**config.mk**
```make
export PLATFORM = sky130hd
export DESIGN_NAME = spi_mem_slave
export DESIGN_NICKNAME = d
export VERILOG_FILES = /design/src/rtl/spi_mem_pkg.sv /design/src/rtl/spi_mem_sync.sv /design/src/rtl/spi_mem_edge.sv /design/src/rtl/spi_mem_ram.sv /design/src/rtl/spi_mem_ctrl.sv /design/src/rtl/spi_mem_slave.sv
export SDC_FILE = /design/constraint.sdc
export NUM_CORES = 2
export LEC_CHECK = 0
export ABC_AREA = 1
export BUFFER_PORTS_ARGS = -buffer_cell sky130_fd_sc_hd__buf_2
export CAP_MARGIN = 20
export CORE_AREA = 2 2 301 527
export CTS_CLUSTER_SIZE = 40
export DETAILED_ROUTE_END_ITERATION = 8
export DIE_AREA = 0 0 303 529
export GPL_ROUTABILITY_DRIVEN = 0
export MAX_ROUTING_LAYER = met4
export PLACE_DENSITY = 0.69
export SLEW_MARGIN = 0
export SYNTH_ARGS = -nofsm -noshare
export SYNTH_HDL_FRONTEND = slang
export SYNTH_SLANG_ARGS = --single-unit
```
**constraint.sdc**
```tcl
create_clock -name clk -period 5.5 [get_ports clk]
set_input_delay 0.275 -clock clk [delete_from_list [all_inputs] [get_ports clk]]
set_output_delay 0.275 -clock clk [all_outputs]
set_load 0.005 [all_outputs]
```
**src/rtl/spi_mem_pkg.sv**
```systemverilog
package spi_mem_pkg;

  localparam int BYTE_W = 8;

  localparam logic [BYTE_W-1:0] CMD_SET_WEL  = 8'h06;
  localparam logic [BYTE_W-1:0] CMD_CLR_WEL  = 8'h04;
  localparam logic [BYTE_W-1:0] CMD_GET_STAT = 8'h05;
  localparam logic [BYTE_W-1:0] CMD_PUT_STAT = 8'h01;
  localparam logic [BYTE_W-1:0] CMD_READ     = 8'h03;
  localparam logic [BYTE_W-1:0] CMD_WRITE    = 8'h02;

  typedef enum logic [3:0] {
    PH_IDLE,
    PH_CMD,
    PH_ADDR,
    PH_RD_DATA,
    PH_WR_DATA,
    PH_RD_STAT,
    PH_WR_STAT,
    PH_SKIP
  } phase_t;

endpackage

```
**src/rtl/spi_mem_sync.sv**
```systemverilog
module spi_mem_sync #(
  parameter int          N          = 5,
  parameter int          STAGES     = 2,
  parameter logic [N-1:0] RESET_VAL = '0
) (
  input  logic         clk,
  input  logic         rst,
  input  logic [N-1:0] din,
  output logic [N-1:0] dout
);

  genvar g;
  generate
    for (g = 0; g < N; g++) begin : g_bit
      logic [STAGES-1:0] chain;
      always_ff @(posedge clk) begin
        if (rst) chain <= {STAGES{RESET_VAL[g]}};
        else     chain <= {chain[STAGES-2:0], din[g]};
      end
      assign dout[g] = chain[STAGES-1];
    end
  endgenerate

endmodule

```
**src/rtl/spi_mem_edge.sv**
```systemverilog
module spi_mem_edge (
  input  logic clk,
  input  logic rst,
  input  logic sclk_s,
  input  logic hold_s,
  output logic hold_ok,
  output logic sclk_rise,
  output logic sclk_fall
);

  logic sclk_d;

  // hold is taken only while the serial clock is low
  always_ff @(posedge clk) begin
    if (rst) begin
      hold_ok <= 1'b1;
      sclk_d  <= 1'b0;
    end else begin
      sclk_d <= sclk_s;
      if (!sclk_s) hold_ok <= hold_s;
    end
  end

  assign sclk_rise = hold_ok &&  sclk_s && !sclk_d;
  assign sclk_fall = hold_ok && !sclk_s &&  sclk_d;

endmodule

```
**src/rtl/spi_mem_ram.sv**
```systemverilog
module spi_mem_ram #(
  parameter int AW = 8,
  parameter int DW = 8
) (
  input  logic          clk,
  input  logic          we,
  input  logic [AW-1:0] addr,
  input  logic [DW-1:0] wdata,
  output logic [DW-1:0] rdata
);

  localparam int DEPTH = 1 << AW;

  logic [DW-1:0] mem [DEPTH];

  always_ff @(posedge clk) begin
    if (we) mem[addr] <= wdata;
    rdata <= mem[addr];
  end

endmodule

```
**src/rtl/spi_mem_ctrl.sv**
```systemverilog
module spi_mem_ctrl
  import spi_mem_pkg::*;
#(
  parameter int ADDR_W = 16,
  parameter int MEM_AW = 8
) (
  input  logic              clk,
  input  logic              rst,
  input  logic              cs_s,
  input  logic              mosi_s,
  input  logic              wp_s,
  input  logic              hold_ok,
  input  logic              sclk_rise,
  input  logic              sclk_fall,
  output logic [MEM_AW-1:0] mem_addr,
  output logic              mem_we,
  output logic [BYTE_W-1:0] mem_wdata,
  input  logic [BYTE_W-1:0] mem_rdata,
  output logic              miso,
  output logic              miso_oe
);

  localparam int BIT_W          = $clog2(BYTE_W);
  localparam int ADDR_BYTES     = ADDR_W / BYTE_W;
  localparam logic [3:0] LAST_AB = 4'(ADDR_BYTES - 1);
  localparam logic [BIT_W-1:0] LAST_BIT = BIT_W'(BYTE_W - 1);

  phase_t            phase;
  logic              cs_d;
  logic [BYTE_W-2:0] shreg;
  logic [BIT_W-1:0]  bitcnt;
  logic [3:0]        abytes;
  logic [ADDR_W-1:0] addr_q;
  logic              wel;
  logic [5:0]        stat_hi;
  logic              stat_lo;
  logic              is_read;
  logic              wr_op;
  logic [BYTE_W-1:0] tx;
  logic [1:0]        fetch;

  logic              cs_fall, cs_rise, byte_done, rd_phase;
  logic [BYTE_W-1:0] byte_in;
  logic [BYTE_W-1:0] status;
  logic [ADDR_W-1:0] addr_next;
  logic [ADDR_W-1:0] addr_inc;

  assign cs_fall   = hold_ok && !cs_s &&  cs_d;
  assign cs_rise   = hold_ok &&  cs_s && !cs_d;
  assign byte_in   = {shreg, mosi_s};
  assign byte_done = (bitcnt == LAST_BIT);
  assign status    = {stat_hi, wel, stat_lo};
  assign addr_next = {addr_q[ADDR_W-BYTE_W-1:0], byte_in};
  assign addr_inc  = addr_q + ADDR_W'(1);
  assign rd_phase  = (phase == PH_RD_DATA) || (phase == PH_RD_STAT);

  always_ff @(posedge clk) begin
    if (rst) begin
      phase     <= PH_IDLE;
      cs_d      <= 1'b1;
      shreg     <= '0;
      bitcnt    <= '0;
      abytes    <= '0;
      addr_q    <= '0;
      wel       <= 1'b0;
      stat_hi   <= '0;
      stat_lo   <= 1'b0;
      is_read   <= 1'b0;
      wr_op     <= 1'b0;
      tx        <= '0;
      fetch     <= '0;
      mem_addr  <= '0;
      mem_we    <= 1'b0;
      mem_wdata <= '0;
      miso      <= 1'b0;
      miso_oe   <= 1'b0;
    end else begin
      mem_we  <= 1'b0;
      fetch   <= {fetch[0], 1'b0};
      miso_oe <= hold_ok && !cs_s && rd_phase;
      if (hold_ok) cs_d <= cs_s;
      if (fetch[1]) tx <= mem_rdata;

      if (cs_rise) begin
        phase <= PH_IDLE;
        if (wr_op) wel <= 1'b0;
        wr_op <= 1'b0;
      end else if (cs_fall) begin
        phase  <= PH_CMD;
        bitcnt <= '0;
        abytes <= '0;
      end else if (sclk_rise && !cs_s && phase != PH_IDLE) begin
        shreg  <= byte_in[BYTE_W-2:0];
        bitcnt <= bitcnt + BIT_W'(1);
        if (byte_done) begin
          unique case (phase)
            PH_CMD: begin
              unique case (byte_in)
                CMD_SET_WEL: begin wel <= 1'b1; phase <= PH_SKIP; end
                CMD_CLR_WEL: begin wel <= 1'b0; phase <= PH_SKIP; end
                CMD_GET_STAT: begin tx <= status; phase <= PH_RD_STAT; end
                CMD_PUT_STAT: begin wr_op <= 1'b1; phase <= PH_WR_STAT; end
                CMD_READ: begin is_read <= 1'b1; phase <= PH_ADDR; end
                CMD_WRITE: begin
                  is_read <= 1'b0;
                  wr_op   <= 1'b1;
                  phase   <= PH_ADDR;
                end
                default: phase <= PH_SKIP;
              endcase
            end
            PH_ADDR: begin
              addr_q <= addr_next;
              abytes <= abytes + 4'd1;
              if (abytes == LAST_AB) begin
                if (is_read) begin
                  mem_addr <= addr_next[MEM_AW-1:0];
                  fetch[0] <= 1'b1;
                  phase    <= PH_RD_DATA;
                end else begin
                  phase <= PH_WR_DATA;
                end
              end
            end
            PH_RD_DATA: begin
              addr_q   <= addr_inc;
              mem_addr <= addr_inc[MEM_AW-1:0];
              fetch[0] <= 1'b1;
            end
            PH_WR_DATA: begin
              mem_addr  <= addr_q[MEM_AW-1:0];
              mem_wdata <= byte_in;
              mem_we    <= wel;
              addr_q    <= addr_inc;
            end
            PH_RD_STAT: tx <= status;
            PH_WR_STAT: begin
              if (wel && wp_s) begin
                stat_hi <= byte_in[BYTE_W-1:2];
                stat_lo <= byte_in[0];
              end
              phase <= PH_SKIP;
            end
            default: ;
          endcase
        end
      end else if (sclk_fall && !cs_s && rd_phase) begin
        miso <= tx[~bitcnt];
      end
    end
  end

endmodule

```
**src/rtl/spi_mem_slave.sv**
```systemverilog
module spi_mem_slave
  import spi_mem_pkg::*;
#(
  parameter int ADDR_W      = 16,
  parameter int MEM_AW      = 8,
  parameter int SYNC_STAGES = 2
) (
  input  logic clk,
  input  logic rst,
  input  logic cs_n,
  input  logic sclk,
  input  logic mosi,
  input  logic hold_n,
  input  logic wp_n,
  output logic miso,
  output logic miso_oe
);

  localparam int NPIN = 5;

  logic [NPIN-1:0]   pins_s;
  logic              cs_s, sclk_s, mosi_s, hold_s, wp_s;
  logic              hold_ok, sclk_rise, sclk_fall;
  logic [MEM_AW-1:0] mem_addr;
  logic              mem_we;
  logic [BYTE_W-1:0] mem_wdata, mem_rdata;

  spi_mem_sync #(
    .N(NPIN), .STAGES(SYNC_STAGES), .RESET_VAL(5'b11001)
  ) u_sync (
    .clk(clk), .rst(rst),
    .din({wp_n, hold_n, mosi, sclk, cs_n}),
    .dout(pins_s)
  );

  assign cs_s   = pins_s[0];
  assign sclk_s = pins_s[1];
  assign mosi_s = pins_s[2];
  assign hold_s = pins_s[3];
  assign wp_s   = pins_s[4];

  spi_mem_edge u_edge (
    .clk(clk), .rst(rst),
    .sclk_s(sclk_s), .hold_s(hold_s),
    .hold_ok(hold_ok), .sclk_rise(sclk_rise), .sclk_fall(sclk_fall)
  );

  spi_mem_ctrl #(.ADDR_W(ADDR_W), .MEM_AW(MEM_AW)) u_ctrl (
    .clk(clk), .rst(rst),
    .cs_s(cs_s), .mosi_s(mosi_s), .wp_s(wp_s), .hold_ok(hold_ok),
    .sclk_rise(sclk_rise), .sclk_fall(sclk_fall),
    .mem_addr(mem_addr), .mem_we(mem_we), .mem_wdata(mem_wdata),
    .mem_rdata(mem_rdata), .miso(miso), .miso_oe(miso_oe)
  );

  spi_mem_ram #(.AW(MEM_AW), .DW(BYTE_W)) u_ram (
    .clk(clk), .we(mem_we), .addr(mem_addr),
    .wdata(mem_wdata), .rdata(mem_rdata)
  );

endmodule

```
Yosys cells after proc, flatten, opt, wreduce, memory -nomap -nowiden
Memory sizes are Yosys's and may differ from the RTL's. A register that Yosys moved wholly into a read port is not among the register bits.
Cells that the tools add are included.
{"block": "word_totals", "wordCells": 148, "reg_bits": 86, "ramBits": 2048, "latchBits": 0, "mem_bits_ro": 0, "in_bits": 7, "n_memories": 1, "out_inout_bits": 2}
{"memory": "u_ram.mem", "words": 256, "word_bits": 8, "rd": 1, "rd_ports_with_merged_regs": 1, "wr": 1, "line": "spi_mem_ram.sv:14", "source": "logic [DW-1:0] mem [DEPTH];"}
{"block": "op_classes", "muxes": 39, "reduce_logical": 52, "n_eq_ne": 19, "mul": 0, "n_shift": 0, "n_bitwise": 6, "add_sub_neg": 3, "order_cmp": 1, "div_mod_pow": 0}
{"operator": "$mux W8", "count": 8}
{"operator": "$pmux W16 S2", "count": 1}
{"operator": "$eq A8 B3 Y1 const B", "count": 3}
{"operator": "$pmux W8 S3", "count": 1}
{"operator": "$mux W4", "count": 5}
{"operator": "$reduce_and A6 Y1", "count": 3}
{"operator": "$add A16 B1 Y16 const B", "count": 1}
{"operator": "$eq A8 B2 Y1 const B", "count": 2}
{"operator": "$pmux W8 S2", "count": 1}
{"operator": "$reduce_and A4 Y1", "count": 4}
{"operator": "$reduce_bool A2 Y1", "count": 8}
{"operator": "$reduce_and A5 Y1", "count": 3}
{"operator": "$logic_and A1 B1 Y1", "count": 14}
{"operator": "$mux W1", "count": 14}
{"operator": "$eq A4 B3 Y1 const B", "count": 3}
{"operator": "$pmux W4 S3", "count": 1}
{"operator": "$mux W3", "count": 3}
{"operator": "$pmux W3 S3", "count": 1}
{"operator": "$reduce_bool A3 Y1", "count": 3}
{"operator": "$eq A4 B1 Y1 const B", "count": 2}
{"operator": "$eq A4 B2 Y1 const B", "count": 2}
{"operator": "$eq A8 B1 Y1 const B", "count": 1}
{"operator": "$reduce_bool A4 Y1", "count": 2}
{"operator": "$reduce_or A2 Y1", "count": 4}
{"operator": "other kinds (19)", "count": 30}

Longest topological paths before layout
{"block": "logic_depth", "word_depth": 7, "mapped_depth": 17, "depth_no_buf": 13}

Hierarchy
From an unflattened synthesis, not the netlist that was laid out.
{"block": "hier_totals", "hier_cells": 8568, "area_unflattened_um2": 88617.5}
{"mod": "spi_mem_ram", "area_each_um2": 84856.4, "n_inst": 1, "cells_each": 8021, "seq_area_each_um2": 61659.1}
{"mod": "spi_mem_ctrl", "area_each_um2": 3364.5, "n_inst": 1, "cells_each": 500, "seq_area_each_um2": 1301.2}
{"mod": "spi_mem_sync", "area_each_um2": 319.1, "n_inst": 1, "cells_each": 36, "seq_area_each_um2": 200.2}
{"mod": "spi_mem_edge", "area_each_um2": 77.6, "n_inst": 1, "cells_each": 11, "seq_area_each_um2": 40.0}

Worst setup path before layout
No wires, ideal clock.
{"block": "synth_timing", "path_type": "register to register", "from": "reg u_ctrl.mem_wdata[0]", "to": "mem u_ram.mem[0][0], data pin", "path_buffers": 0, "arrival_time_ns": 3.393, "setup_ns": 0.855, "period_less_slack_ns": 4.248, "slack_ns": 1.252, "stages_incl_launch_ff": 1, "required_time_ns": 4.645, "path_cell_list": "dfxtp_1"}
{"item": "from (decl)", "line": "spi_mem_ctrl.sv:17", "source": "output logic [BYTE_W-1:0] mem_wdata,"}
{"item": "from (signal assigned)", "line": "spi_mem_ctrl.sv:132", "source": "mem_wdata <= byte_in;"}
{"item": "to (decl)", "line": "spi_mem_ram.sv:14"}
No word-level cell before the write port.

==> key figures <==
Run status
  – Status: finished with violations
  – Failing checks: DRC

Finish
  – Synth-to-layout area growth: 8.762%
  – Final nets: 7961
  – Layout cell share with drive strength beyond 1: between 4 and 5%
  – Final non-filler cell area: 94500 um^2

Timing
  – Worst relative slew slack: 17.01%
  – Clock skew: 44.92 ps
  – Hold Fails Final Rpt: 0
  – Final period utilization: 78.14%
  – Final worst slack: 1202 ps
  – Final setup viols: 0
  – Min Tclk post-route: 4298 ps
  – Max Fclk: ~0.23 GHz
  – Slew Viols, Final: 0
  – Hold Slack: 259.6 ps
  – Setup_tns: 0 ps
  – Actual slew at the worst max-slew pin: around 1200 ps
  – RSZ-0062 raised after global routing: false

Floorplan
  – Die Ht: between 500 and 600 um
  – Die X: 303 um
  – Core area: 155900 um^2
  – Initial Utilization: 55.73%
  – Die area: approximately 160000 um^2
  – Ports: 9
  – # rows: 192

Synth
  – Post-synth ARST share: 0%
  – Distinct cell type count after synthesis: 39
  – Mean Syn Cell Area: 10.77 um^2
  – Syn nets: 8076
  – Post-synthesis register bit count: 2133
  – Xor and xnor area share after synthesis: 0.04032%
  – Multiplexer share of the synthesized area: 0.05184%
  – Top_reg_cell synth: edfxtp_1
  – Post-synthesis simple-gate area fraction: between 20% and 30%
  – Mapped Area: 86890 um^2
  – Cell count after synthesis: 8064
  – Compound-Gate Fraction of Synth Area: 2.305%
  – Combinational family with the most area after synthesis: simple AND/OR/NAND/NOR gates
  – Adder-cell share of the synthesized area: 0.07200%
  – Post-synth EDFFs: ~2000
  – Seq/Total Area, Yosys: 72.74%
  – Yosys warns: 0

Clock network
  – H-tree level count: 4
  – Clock Sinks: around 2100
  – Reg clk slew, reported paths: approximately 70 ps
  – Root Buffer: clkbuf_16
  – CTS Buf Count: approximately 190
  – TritonCTS clock tree: built
  – Cts repair resizes: 0
  – CTS Buffer Depth: 4
  – Clk_lat worst skew: around 840 ps

Power and ir drop
  – Peak VDD IR: 0.2326 mV
  – Cell Pwr Density: 317.8 nW/um^2
  – P_leak: 0.03175 uW
  – Pwr Total: 30030 uW

GRT
  – First-pass GRT wire length: about 360000 um
  – Initial antenna violation count: 3
  – Aggregate global routing overflow: 0
  – Vias in the first global route: 56310
  – Largest net degree at the start of global routing: 173
  – GRT Resource Usage Total: around 31%

Worst setup path
  – Critical path class: reg2reg
  – Worst R2R Start: u_ctrl.mem_addr[1]
  – Worst path required time: just over 6000 ps
  – Worst endpoint data arrival time: 5020 ps
  – FF-to-FF End: u_ram.rdata[3]
  – Reg2Reg Setup Slack: 1200 ps
  – CP max FO: 107
  – Crit path from: u_ctrl.mem_addr[1]
  – Crit end category: flop
  – CP Capture Point: u_ram.rdata[3]
  – Critical path startpoint category: flop
  – FF-to-FF path depth: 12

Routing
  – Post-route DRC violation count: 10
  – Iteration-0 DRC Markers: approximately 6500
  – WL met1: about 83000 um
  – DR WL met3: around 19000 um
  – Top layer in use: met4
  – DR vias: about 58000
  – Post-route ant nets: 0
  – Via-to-Cell Ratio: 5.758
  – Router iterations before antenna repair: 9
  – Detail Route met2 WL: between 100000 and 150000 um
  – Drt wl/cell: approximately 24 um
  – Aggregate routed wire length: 241800 um

Placement
  – Post-DP HPWL: 138700 um
  – I/O Buffers: 8
  – Area post-placement: a little under 90000 um^2
  – Place WS: 1377 ps

Min path
  – Worst Hold Class: in2reg

Run
  – Max Cap Viol: 0
## per-stage QoR
step | util (%) | instances
after floorplan | - | 8064
after global placement | 56.90 | 9781
after detailed placement | 56.92 | 9784
after CTS | 60.59 | 10120
after global routing | 60.61 | 10120
final | 60.61 | 10120
## cell families after synthesis
group,Yosys count
AOI/OAI and AO/OA,382
xor gates and xnor gates,4
adders and majority gates,5
buffers and inverters,507
DFF,2133
muxes,4
and+or+nand+nor,5029
## cells in the final DEF, fill, tap and decap left out, types with 3 or more instances in the layout
master / count
dfxtp_1: 75
inv_2: 3
mux2_2: 4
clkinv_8: 3
or2_2: 6
nand2_1: 4253
a22oi_1: 16
nor2_4: 5
a21oi_1: 128
a31oi_1: 5
buf_4: 52
o21ai_0: 155
clkinv_1: 50
ha_1: 5
nand4_1: 73
dlygate4sd3_1: 10
xor2_1: 4
buf_12: 28
edfxtp_1: 2048
nand3_1: 191
buf_6: 3
nor3_1: 12
diode_2: 4
clkinv_2: 34
clkinvlp_4: 6
inv_1: 87
o21ai_1: 63
bufinv_16: 9
nor2_1: 480
o221ai_1: 3
clkbuf_16: 191
o211ai_1: 5
dfxtp_4: 10
clkbuf_1: 36
buf_2: 8
## state kept, by name, summed over array words and instances (netlist names), 2 cells and up
name / cells
u_sync.g_bit.chain: 10
u_ctrl.shreg: 7
u_ctrl.stat_hi: 6
u_ram.mem: 2048
u_ctrl.phase: 3
u_ctrl.mem_wdata: 8
u_ctrl.fetch: 2
u_ctrl.bitcnt: 3
u_ctrl.abytes: 4
u_ctrl.mem_addr: 8
u_ctrl.tx: 8
u_ctrl.addr_q: 8
u_ram.rdata: 8
## worst min path at each step
stage	slack, ps	cells past startpoint	startpoint	end
floorplan	380	1	cs_n	u_sync.g_bit[0].chain[0]
global placement	400	1	u_sync.g_bit[3].chain[0]	u_sync.g_bit[3].chain[1]
detailed placement	400	1	u_sync.g_bit[3].chain[0]	u_sync.g_bit[3].chain[1]
CTS	220	3	hold_n	u_sync.g_bit[3].chain[0]
global route	300	3	hold_n	u_sync.g_bit[3].chain[0]
finish	260	3	hold_n	u_sync.g_bit[3].chain[0]
## per-layer routing
| layer | global-route usage, % | vias to the layer above |
|---|---|---|
| li1 | - | 26570 |
| met1 | 35.19 | 28090 |
| met2 | 51.19 | 2877 |
| met3 | 3.663 | 759 |
| met4 | 21.21 | 0 |
| met5 | - | - |
## final cells by class
class / instances / area, um^2
Multi-Input combinational cell: 5424 / 21540
Timing Repair Buffer: 102 / 1152
Antenna cell: 4 / 10.01
Clock buffer: 227 / 4915
Fill cell: 12200 / 61410
Sequential cell: 2133 / 63240
Inverter: 99 / 404.1
Tap cell: 2037 / 2549
Clock inverter: 98 / 699.4
## critical path, stage by stage (launching register included)
cell	delay [ps]
dfxtp_4	710
clkinv_8	570
buf_12	490
nand2_1	130
nand2_1	50
nand2_1	120
nand2_1	170
o21ai_0	950
nand2_1	280
nor2_1	190
nor2_1	110
nor2_1	130
nand2_1	60
## cells in the mapped netlist (6+ instances only)
cell type / count / area [um^2]
a21oi_1: 128 / 640.6
a22oi_1: 16 / 120.1
buf_1: 47 / 176.4
buf_2: 203 / 1016
clkbuf_1: 152 / 570.6
dfxtp_1: 85 / 1702
edfxtp_1: 2048 / 61500
inv_1: 88 / 330.3
inv_2: 6 / 22.52
nand2_1: 4254 / 15970
nand3_1: 191 / 955.9
nand4_1: 73 / 456.7
nor2_1: 484 / 1817
nor3_1: 12 / 60.06
o21ai_0: 156 / 780.8
o21ai_1: 62 / 310.3
or2_2: 6 / 37.54
## power breakdown
group | switching (uW) | internal [uW]
Sequential | 2.77 | 17500
Clock | 5730 | 6760
Combinational | 22.1 | 12.9
Total | 5750 | 24300
## what timing repair did
action / CTS / global route
hold buffers: 10 / 0
buffers inserted: 0 / 0
hold endpoints to repair: 17 / 0
Power figures use the tool's default switching activity.
